===== src/rtl/pwm_seq_pkg.sv =====
package pwm_seq_pkg;
  localparam int NUM_EVT   = 7;
  localparam int NUM_SHORT = 5;

  localparam int EV_STOPPED  = 0;
  localparam int EV_STARTED0 = 1;
  localparam int EV_STARTED1 = 2;
  localparam int EV_END0     = 3;
  localparam int EV_END1     = 4;
  localparam int EV_PERIOD   = 5;
  localparam int EV_LOOPS    = 6;

  localparam int SC_END0_STOP    = 0;
  localparam int SC_END1_STOP    = 1;
  localparam int SC_LOOPS_START0 = 2;
  localparam int SC_LOOPS_START1 = 3;
  localparam int SC_LOOPS_STOP   = 4;

  typedef enum logic [1:0] {
    ST_IDLE     = 2'd0,
    ST_PLAY     = 2'd1,
    ST_HOLD     = 2'd2,
    ST_STOPPING = 2'd3
  } play_st_e;
endpackage


===== src/rtl/pwm_task_arb.sv =====
module pwm_task_arb
  import pwm_seq_pkg::*;
(
  input  logic                 clk,
  input  logic                 rst_n,
  input  logic                 ext_start0,
  input  logic                 ext_start1,
  input  logic                 ext_stop,
  input  logic                 ev_end0,
  input  logic                 ev_end1,
  input  logic                 ev_loops,
  input  logic [NUM_SHORT-1:0] short_en,
  output logic                 start_req,
  output logic                 start_sel,
  output logic                 stop_req
);
  logic sc_start0, sc_start1, sc_stop;

  assign sc_start0 = ev_loops & short_en[SC_LOOPS_START0];
  assign sc_start1 = ev_loops & short_en[SC_LOOPS_START1];
  assign sc_stop   = (ev_end0 & short_en[SC_END0_STOP]) |
                     (ev_end1 & short_en[SC_END1_STOP]) |
                     (ev_loops & short_en[SC_LOOPS_STOP]);

  assign start_req = ext_start0 | ext_start1 | sc_start0 | sc_start1;

  always_comb begin
    if (ext_start0)      start_sel = 1'b0;
    else if (ext_start1) start_sel = 1'b1;
    else if (sc_start0)  start_sel = 1'b0;
    else                 start_sel = 1'b1;
  end

  assign stop_req = ext_stop | sc_stop;


  ext_start1_sel_chk: assert property (@(posedge clk) disable iff (!rst_n)
    (ext_start1 && !ext_start0) |-> (start_req && start_sel));


  loops_start0_chk: assert property (@(posedge clk) disable iff (!rst_n)
    (ev_loops && short_en[SC_LOOPS_START0] && !ext_start1) |-> (start_req && !start_sel));
endmodule


===== src/rtl/pwm_play_fsm.sv =====
module pwm_play_fsm
  import pwm_seq_pkg::*;
#(
  parameter int LOOP_W = 16
) (
  input  logic               clk,
  input  logic               rst_n,
  input  logic               start_req,
  input  logic               start_sel,
  input  logic               stop_req,
  input  logic               seq_done,
  input  logic               period_end,
  input  logic [LOOP_W-1:0]  loop_cnt,
  output play_st_e           st_o,
  output logic               sel_o,
  output logic               load_o,
  output logic               final_pass_o,
  output logic [NUM_EVT-1:0] evt_nxt_o,
  output logic [NUM_EVT-1:0] evt_o
);
  play_st_e           st_q, st_n;
  logic               sel_q, sel_n;
  logic [LOOP_W-1:0]  left_q, left_n;
  logic               load_q, load_n;
  logic [NUM_EVT-1:0] evt_q, evt_n;
  logic               active;

  function automatic logic is_last_pass(input logic [LOOP_W-1:0] left);
    return left == LOOP_W'(1);
  endfunction

  function automatic logic [LOOP_W-1:0] one_less(input logic [LOOP_W-1:0] left);
    return left - LOOP_W'(1);
  endfunction

  assign active = (st_q == ST_PLAY) || (st_q == ST_HOLD);

  always_comb begin
    st_n   = st_q;
    sel_n  = sel_q;
    left_n = left_q;
    load_n = 1'b0;
    evt_n  = '0;
    if (period_end && st_q != ST_IDLE) evt_n[EV_PERIOD] = 1'b1;
    if (start_req) begin
      st_n   = ST_PLAY;
      sel_n  = start_sel;
      left_n = loop_cnt;
      load_n = 1'b1;
      evt_n[start_sel ? EV_STARTED1 : EV_STARTED0] = 1'b1;
    end else begin
      if (st_q == ST_PLAY && seq_done) begin
        evt_n[sel_q ? EV_END1 : EV_END0] = 1'b1;
        if (left_q == '0) begin
          st_n = ST_HOLD;
        end else if (!sel_q) begin
          sel_n  = 1'b1;
          load_n = 1'b1;
          evt_n[EV_STARTED1] = 1'b1;
        end else if (is_last_pass(left_q)) begin
          left_n = '0;
          st_n   = ST_HOLD;
          evt_n[EV_LOOPS] = 1'b1;
        end else begin
          left_n = one_less(left_q);
          sel_n  = 1'b0;
          load_n = 1'b1;
          evt_n[EV_STARTED0] = 1'b1;
        end
      end
      if (stop_req && active) begin
        st_n   = ST_STOPPING;
        sel_n  = sel_q;
        load_n = 1'b0;
        evt_n[EV_STARTED0] = 1'b0;
        evt_n[EV_STARTED1] = 1'b0;
      end else if (stop_req && st_q == ST_IDLE) begin
        evt_n[EV_STOPPED] = 1'b1;
      end
      if (st_q == ST_STOPPING && period_end) begin
        st_n = ST_IDLE;
        evt_n[EV_STOPPED] = 1'b1;
      end
    end
  end

  always_ff @(posedge clk) begin
    if (!rst_n) begin
      st_q   <= ST_IDLE;
      sel_q  <= 1'b0;
      left_q <= '0;
      load_q <= 1'b0;
      evt_q  <= '0;
    end else begin
      st_q   <= st_n;
      sel_q  <= sel_n;
      left_q <= left_n;
      load_q <= load_n;
      evt_q  <= evt_n;
    end
  end

  assign st_o         = st_q;
  assign sel_o        = sel_q;
  assign load_o       = load_q;
  assign final_pass_o = (st_q == ST_PLAY) && sel_q && is_last_pass(left_q);
  assign evt_nxt_o    = evt_n;
  assign evt_o        = evt_q;


  load_in_play_chk: assert property (@(posedge clk) disable iff (!rst_n)
    load_q |-> (st_q == ST_PLAY));


  stopped_when_idle_chk: assert property (@(posedge clk) disable iff (!rst_n)
    evt_q[EV_STOPPED] |-> (st_q == ST_IDLE));


  one_start_evt_chk: assert property (@(posedge clk) disable iff (!rst_n)
    $onehot0(evt_q[EV_STARTED1:EV_STARTED0]));


  loops_no_grow_chk: assert property (@(posedge clk) disable iff (!rst_n)
    !start_req |=> (left_q <= $past(left_q)));


  final_to_loops_chk: assert property (@(posedge clk) disable iff (!rst_n)
    (final_pass_o && seq_done && !start_req && !stop_req) |=> evt_q[EV_LOOPS]);
endmodule


===== src/rtl/pwm_evt_flags.sv =====
module pwm_evt_flags
  import pwm_seq_pkg::*;
(
  input  logic               clk,
  input  logic               rst_n,
  input  logic [NUM_EVT-1:0] evt_nxt,
  input  logic [NUM_EVT-1:0] clr,
  input  logic [NUM_EVT-1:0] int_en,
  output logic [NUM_EVT-1:0] flags_o,
  output logic               irq_o
);
  logic [NUM_EVT-1:0] flags_q;

  function automatic logic any_pending(input logic [NUM_EVT-1:0] f,
                                       input logic [NUM_EVT-1:0] en);
    return |(f & en);
  endfunction

  always_ff @(posedge clk) begin
    if (!rst_n) flags_q <= '0;
    else        flags_q <= (flags_q & ~clr) | evt_nxt;
  end

  assign flags_o = flags_q;
  assign irq_o   = any_pending(flags_q, int_en);

  for (genvar i = 0; i < NUM_EVT; i++) begin : g_flag_chk

    flag_set_chk: assert property (@(posedge clk) disable iff (!rst_n)
      evt_nxt[i] |=> flags_q[i]);

    flag_hold_chk: assert property (@(posedge clk) disable iff (!rst_n)
      (flags_q[i] && !clr[i]) |=> flags_q[i]);
  end


  irq_needs_flag_chk: assert property (@(posedge clk) disable iff (!rst_n)
    irq_o |-> (flags_q != '0));
endmodule


===== src/rtl/pwm_playback_ctrl.sv =====
module pwm_playback_ctrl
  import pwm_seq_pkg::*;
#(
  parameter int LOOP_W = 16
) (
  input  logic                 clk,
  input  logic                 rst_n,
  input  logic                 task_start0_i,
  input  logic                 task_start1_i,
  input  logic                 task_stop_i,
  input  logic                 task_step_i,
  input  logic [LOOP_W-1:0]    loop_cnt_i,
  input  logic [NUM_SHORT-1:0] short_en_i,
  input  logic [NUM_EVT-1:0]   int_en_i,
  input  logic [NUM_EVT-1:0]   evt_clr_i,
  input  logic                 seq_done_i,
  input  logic                 period_end_i,
  output logic                 run_o,
  output logic                 seq_sel_o,
  output logic                 seq_load_o,
  output logic                 step_o,
  output logic                 stop_req_o,
  output logic                 final_pass_o,
  output logic [NUM_EVT-1:0]   evt_o,
  output logic [NUM_EVT-1:0]   flags_o,
  output logic                 irq_o
);
  logic               start_req, start_sel, stop_req;
  play_st_e           st;
  logic [NUM_EVT-1:0] evt_nxt;

  pwm_task_arb u_arb (
    .clk        (clk),
    .rst_n      (rst_n),
    .ext_start0 (task_start0_i),
    .ext_start1 (task_start1_i),
    .ext_stop   (task_stop_i),
    .ev_end0    (evt_o[EV_END0]),
    .ev_end1    (evt_o[EV_END1]),
    .ev_loops   (evt_o[EV_LOOPS]),
    .short_en   (short_en_i),
    .start_req  (start_req),
    .start_sel  (start_sel),
    .stop_req   (stop_req)
  );

  pwm_play_fsm #(.LOOP_W(LOOP_W)) u_fsm (
    .clk          (clk),
    .rst_n        (rst_n),
    .start_req    (start_req),
    .start_sel    (start_sel),
    .stop_req     (stop_req),
    .seq_done     (seq_done_i),
    .period_end   (period_end_i),
    .loop_cnt     (loop_cnt_i),
    .st_o         (st),
    .sel_o        (seq_sel_o),
    .load_o       (seq_load_o),
    .final_pass_o (final_pass_o),
    .evt_nxt_o    (evt_nxt),
    .evt_o        (evt_o)
  );

  pwm_evt_flags u_flags (
    .clk     (clk),
    .rst_n   (rst_n),
    .evt_nxt (evt_nxt),
    .clr     (evt_clr_i),
    .int_en  (int_en_i),
    .flags_o (flags_o),
    .irq_o   (irq_o)
  );

  assign run_o      = (st != ST_IDLE);
  assign stop_req_o = (st == ST_STOPPING);
  assign step_o     = task_step_i && (st == ST_PLAY);


  step_only_playing_chk: assert property (@(posedge clk) disable iff (!rst_n)
    step_o |-> (run_o && !stop_req_o));


  run_drop_chk: assert property (@(posedge clk) disable iff (!rst_n)
    (stop_req_o && !period_end_i && !start_req) |=> run_o);
endmodule


===== config.mk =====
export PLATFORM = sky130hd
export DESIGN_NAME = pwm_playback_ctrl
export DESIGN_NICKNAME = d
export VERILOG_FILES = /design/src/rtl/pwm_seq_pkg.sv /design/src/rtl/pwm_task_arb.sv /design/src/rtl/pwm_play_fsm.sv /design/src/rtl/pwm_evt_flags.sv /design/src/rtl/pwm_playback_ctrl.sv
export SDC_FILE = /design/constraint.sdc
export NUM_CORES = 1
export LEC_CHECK = 0
export ABC_AREA = 1
export CAP_MARGIN = 5
export CORE_ASPECT_RATIO = 1.5
export CORE_MARGIN = 1.5
export CORE_UTILIZATION = 24
export DETAILED_ROUTE_END_ITERATION = 10
export DONT_BUFFER_PORTS = 1
export GPL_ROUTABILITY_DRIVEN = 0
export PLACE_DENSITY = 0.46
export RECOVER_POWER = 25
export SYNTH_ARGS = -nofsm -noshare
export SYNTH_HDL_FRONTEND = slang
export SYNTH_HIERARCHICAL = 1
export SYNTH_SLANG_ARGS = --single-unit

===== constraint.sdc =====
create_clock -name clk -period 1.35 [get_ports clk]
set_input_delay 0.0675 -clock clk [delete_from_list [all_inputs] [get_ports clk]]
set_output_delay 0.0675 -clock clk [all_outputs]
set_load 0.02 [all_outputs]

Word level (Yosys, flattened, before mapping)
Index checks and enable logic that the tools add are counted.
- flip-flop bits (word level): 34
- input bits: 43
- output and inout port bits: 21
- word-level logic and storage cells: 111
- add/sub/neg operators: 1
- magnitude comparators: 4
- equality and inequality tests: 6
- multiplexer cells: 47
- bitwise logic cells: 18
- reduce and logical (&&, ||, !) cells: 28
- operator list (cell ; number):
    16-bit 2-to-1 mux ; 5
    32-bit by 1-bit greater-or-equal comparator with 1-bit output, second input constant ; 2
    32-bit by 5-bit less-than comparator with 1-bit output, second input constant ; 2
    1-bit 2-to-1 mux ; 29
    16-bit by 1-bit == test with 1-bit output, second input constant ; 1
    16-bit logical NOT ; 1
    2-bit 2-to-1 mux ; 8
    16-bit by 1-bit subtractor with 16-bit output, second input constant ; 1
    7-bit bitwise AND ; 2
    7-bit 2-to-1 mux ; 2
    6-bit by 7-bit bitwise OR with 7-bit output ; 2
    3-bit AND reduction ; 4
    1-bit logical AND ; 10
    5-bit nonzero test ; 2
    2-bit nonzero test ; 4
    7-bit NOT ; 1
    7-bit bitwise OR ; 1
    7-bit OR reduction ; 1
    1-bit demux with 3-bit select ; 2
    1-bit bitwise OR ; 6
    3-bit nonzero test ; 2
    1-bit bitwise AND ; 5
    2-bit == test, second input constant ; 2
    2-bit inequality test, second input constant ; 2
    7 further kinds ; 7

Logic depth before layout (Yosys ltp)
- word-level depth: 15
- depth in mapped cells: 12
- depth with buffers taken out: 12

Hierarchy
Netlist, hierarchy kept.
- modules (own cells, without submodules) (module ; times used ; cells each ; area an instance (um2) ; seq. area each (um2)):
    pwm_play_fsm ; 1 ; 268 ; 1686.6 ; 540.5
    pwm_evt_flags ; 1 ; 43 ; 284.0 ; 140.1
    pwm_task_arb ; 1 ; 12 ; 47.5 ; 0.0
    pwm_playback_ctrl ; 1 ; 5 ; 21.3 ; 0.0

Least setup slack after synthesis
Ideal clock, no wire load.
- path kind: register to register
- from: reg u_fsm.evt_q[6] (netlist: u_fsm/evt_o[6])
- to: reg u_flags.flags_q[1] (netlist: u_flags/flags_o[1])
- setup time: 119 ps
- arrival: 1473 ps
- required time: 1231 ps
- slack: -242 ps
- stages on the path, launching flop included: 10
- path buffers: 1
- period minus slack after synthesis: 1592 ps
- cell sequence: dfxtp_1 -> nand2_1 -> nand3_1 -> inv_1 -> clkbuf_1 -> nor2_1 -> o21ai_1 -> inv_2 -> a21oi_1 -> nor2_1
- elaborated cells on any way between the ends: 21
- those cells by class: order compare (2); mux (8); bitwise (9); reduce/logical (2)
- RTL lines (item ; RTL line ; RTL):
    start: declaration ; pwm_play_fsm.sv:25 ; logic [NUM_EVT-1:0] evt_q, evt_n;
    start signal: assignment ; pwm_play_fsm.sv:99 ; evt_q <= evt_n;
    1-bit bitwise AND ; pwm_task_arb.sv:19 ; assign sc_start0 = ev_loops & short_en[SC_LOOPS_START0];
    1-bit bitwise OR ; pwm_task_arb.sv:25 ; assign start_req = ext_start0 | ext_start1 | sc_start0 | sc_start1;
    1-bit bitwise OR * ; pwm_task_arb.sv:25 ;
    named net start_req ; pwm_playback_ctrl.sv:28 ; logic start_req, start_sel, stop_req;
    7-bit 2-to-1 mux * ; pwm_play_fsm.sv:45 ; if (start_req) begin
    named net evt_nxt[1] ; pwm_playback_ctrl.sv:30 ; logic [NUM_EVT-1:0] evt_nxt;
    7-bit bitwise OR * ; pwm_evt_flags.sv:21 ; else flags_q <= (flags_q & ~clr) | evt_nxt;
    end signal: assignment ; pwm_evt_flags.sv:21 ;
    end: declaration ; pwm_evt_flags.sv:12 ; logic [NUM_EVT-1:0] flags_q;
Mark *: on every way through the listed nets, which the timed path passes. The rest lies on a longest branch.
A chain may end at the register's enable or synchronous reset.

Worst setup path in the final report
- from: reg u_fsm.left_q[9]
- to: out final_pass_o
- longest elaborated chain between the ends: 2
- RTL lines (item ; RTL line ; RTL):
    start: declaration ; pwm_play_fsm.sv:23 ; logic [LOOP_W-1:0] left_q, left_n;
    start signal: assignment ; pwm_play_fsm.sv:97 ; left_q <= left_n;
    16-bit by 1-bit == test with 1-bit output ; pwm_play_fsm.sv:29 ; return left == LOOP_W'(1);
    1-bit logical AND ; pwm_play_fsm.sv:106 ; assign final_pass_o = (st_q == ST_PLAY) && sel_q && is_last_pass(left_q);
    end: declaration ; pwm_playback_ctrl.sv:23 ; output logic final_pass_o,
Every way passes these cells.

==> flow_summary_export.csv <==
group,metric,value,unit
status,status,"complete, but fails checks",
status,violations,"negative setup slack",
floorplanning,rows,41,
worst_setup_path,crit_fanout,3,
cells_and_area,synthToLayoutAreaGrowth,70.25,%
timing,max_slew_margin,0.7447,
timing,fin_crit,1549,ps
route,vias,2311,
synth,netlist.top_cell.by_area,"dfxtp_1",
cells_and_area,seqCellArea,696.9,um^2
timing,finalSetupViolCount,25,
clock_network,root_buffer,"clkbuf_16",
synth,synth_seq_cells,34,
floorplanning,die_h,115.9,um
timing,worst_pin_slew,381.5,ps
power_and_ir_drop,power,3247,uW
route,viasPerCell,4.402,
timing,fin_ws,-199.0,ps
synth,synth_nets,377,
timing,fin_skew,7.222,ps
timing,rsz0062_at_grt,"true",
global_route,grt_max_degree,16,
global_route,grt_pass1_wl,9908,um
synth,ys_warn_count,6,
floorplanning,initial_utilization,0.2454,
power_and_ir_drop,internal_power,2237,uW
clock_network,htree_levels,2,
worst_setup_path,cpPeakStageDelay,330,ps
floorplanning,io_pins,64,
synth,ys_types,26,
timing,slew_violations,0,
power_and_ir_drop,vdd_drop_max,487.7,uV
synth,synthAdderAreaFrac,0.03681,
floorplanning,dieArea,0.009071,mm^2
power_and_ir_drop,power_leakage,0.001646,uW
synth,synth-xor-area-share,0.02577,
worst_setup_path,slowest_stage,"dfxtp_2",
synth,synth_common_cells,"nand2_1 (92), nor2_1 (50), inv_1 (42)",
cells_and_area,final_cell_area,0.003472,mm^2
synth,synth_top_family_by_area,"simple AND/OR/NAND/NOR gates",
synth,syn_area,0.002039,mm^2
synth,yosysSeqAreaShare,0.3337,
global_route,grt_pass1_vias,2248,
worst_setup_path,cp_data_arrival_time,1480,ps
synth,synth_ff_type,"dfxtp_1",
route,drcViolationCount,0,
clock_network,numCtsBuffers,5,
worst_setup_path,endpoint_kind,"primary output",
power_and_ir_drop,sw_frac_of_total,0.3111,
cells_and_area,drive_gt1_frac,0.4282,
job,max_cap_violations,0,
cells_and_area,diodes,0,
timing,post-route-period-util,1.147,
clock_network,clkSinkCount,34,
cells_and_area,multi_input_area,0.001543,mm^2
cells_and_area,nFillCells,859,
worst_setup_path,path_cells,"nor2_4 -> nand2_2 -> nor2_4 -> buf_6 -> nand3_4 -> buf_6 -> nor2_4 -> buf_6",
global_route,gr-total-overflow,0,
worst_setup_path,cp.required,1280,ps
timing,fmax,0.6456,GHz
route,wl_per_cell,12.68,um
synth,synth_simple_gate_area_frac,0.3957,
power_and_ir_drop,power_density,935.2,mW/mm^2
synth,synth_compound_area_frac,0.1080,
power_and_ir_drop,p_sw,1010,uW
synth,synth_top_cell_area_share,0.3337,
power_and_ir_drop,seqPwrFrac,0.349,
global_route,grt_usage,0.1432,
placed_design,io_buffers,0,
worst_setup_path,crit_type,"flop to primary output",
route,antenna_left,0,
power_and_ir_drop,p_comb_frac,0.291,
placed_design,post_dp_cell_area,0.002636,mm^2
worst_setup_path,cp-start-kind,"flop",
floorplanning,core_area,0.008310,mm^2
cells_and_area,finalNetCount,466,
min_path,hp-class,"primary input to flop",
clock_network,tritoncts,"done",
timing,hold_violations,0,
synth,async_flop_share,0,
route,drtIter0Drc,59,
synth,synth_cells,328,
clock_network,clk_latency,280,ps
placed_design,dpl.hpwl,4828,um
synth,synth_edf_count,0,
synth,syn_area_per_cell,6.218,um^2
route,drt-pass1-iter-count,4,
power_and_ir_drop,clkPwrFrac,0.359,
global_route,antenna_found_initial,0,
synth,muxShareOfSynthArea,0,
placed_design,place_ws,-197.5,ps
floorplanning,die_x,78.27,um
route,wl,6656,um
clock_network,clock_path_buffers,2,
synth,yosysMostFrequentCell,"nand2_1",
clock_network,clk_pin_slew,60,ps
synth,ys_top_cells_by_area,"dfxtp_1 (33%), nand2_1 (17%), nor2_1 (9.2%), inv_1 (7.7%), a21oi_1 (6.9%)",
## worst paths after layout
kind              cells past startpoint                         start                            end  slack [ps]
setup reg to reg                     12  u_fsm/left_q[0]$_SDFFE_PN0P_   u_fsm/left_q[6]$_SDFFE_PN0P_        -190
setup / recovery                      8  u_fsm/left_q[9]$_SDFFE_PN0P_                   final_pass_o        -200
hold reg to reg                       3    u_fsm/st_o[1]$_SDFFE_PP0P_     u_fsm/st_o[1]$_SDFFE_PP0P_         590
hold / removal                        4                loop_cnt_i[11]  u_fsm/left_q[11]$_SDFFE_PN0P_           9
## layer usage
metal | up-vias | routed length, um | GRT usage
li1 | 1201 | - | -
met4 | 0 | 140 | 0.06548
met5 | - | 0 | 0
met3 | 10 | 289 | 0.02756
met2 | 61 | 3608 | 0.2887
met1 | 1039 | 2617 | 0.1369
## cells in the final DEF (no fill, tap or decap), drive strengths merged
master	n
clkinv	2
nor3	5
nor2	57
nand3b	1
clkbuf	7
nand2	97
nor4	1
nand3	22
dlygate4sd3	9
inv	45
dfxtp	34
nand4	3
xor2	5
xnor2	1
ha	6
o21ai	14
a21oi	28
a31oi	1
buf	79
or2	1
## layout make-up
type | count | share of cell area
repair buffers | 88 | 0.2191
well taps | 107 | 0.03856
inverters | 46 | 0.05477
flip-flops and latches | 34 | 0.2007
clock buffers | 7 | 0.04108
multi-input cells | 242 | 0.4443
clock inverters | 1 | 0.001441
## through the flow
step / TNS (ps) / hold WS, ps / instances / utilization
2_1_floorplan: -139.1 / 180.8 / 328 / -
3_3_place_gp: -2164 / 186.0 / 488 / 0.3172
3_5_place_dp: -2580 / 187.1 / 488 / 0.3172
4_1_cts: -3269 / 7.745 / 515 / 0.3756
5_1_grt: -5202 / 25.84 / 525 / 0.4178
6_report: -3261 / 9.372 / 525 / 0.4178
## flip-flops by register name, summed over array words and instances, names as in the netlist
name / cells
u_fsm/left_q: 16
u_flags/flags_o: 7
u_fsm/evt_o: 7
u_fsm/st_o: 2
u_fsm/load_o: 1
u_fsm/sel_o: 1
## cells by family after synthesis
logic type | Yosys count
AND/OR/NAND/NOR | 187
buffers and inverters | 52
AO/OA/AOI/OAI | 43
flip-flops | 34
adder cells (fa/ha/maj) | 6
XOR/XNOR | 6
## timing repair
item / CTS / global route
buffers inserted: 10 / 10
pin swaps: 18 / 29
endpoints found under the hold margin: 12 / 0
setup endpoints to repair: 28 / 30
gates resized for setup: 44 / 70
hold buffers: 9 / 0
## worst max-delay path: cells and delay by family, from the launching register on
family | cells | cell delay [ps]
flip-flops | 1 | 330
buffers and inverters | 3 | 370
AND/OR/NAND/NOR | 5 | 500
## power by group through the flow
stage          Combinational (uW)  Clock (uW)  Sequential [uW]
2_1_floorplan                 398           0             1160
3_3_place_gp                  686           0             1150
3_5_place_dp                  691           0             1150
4_1_cts                       824        1190             1130
5_1_grt                      1030        1250             1140
6_report                      946        1170             1130
Power figures use the tool's default switching activity.
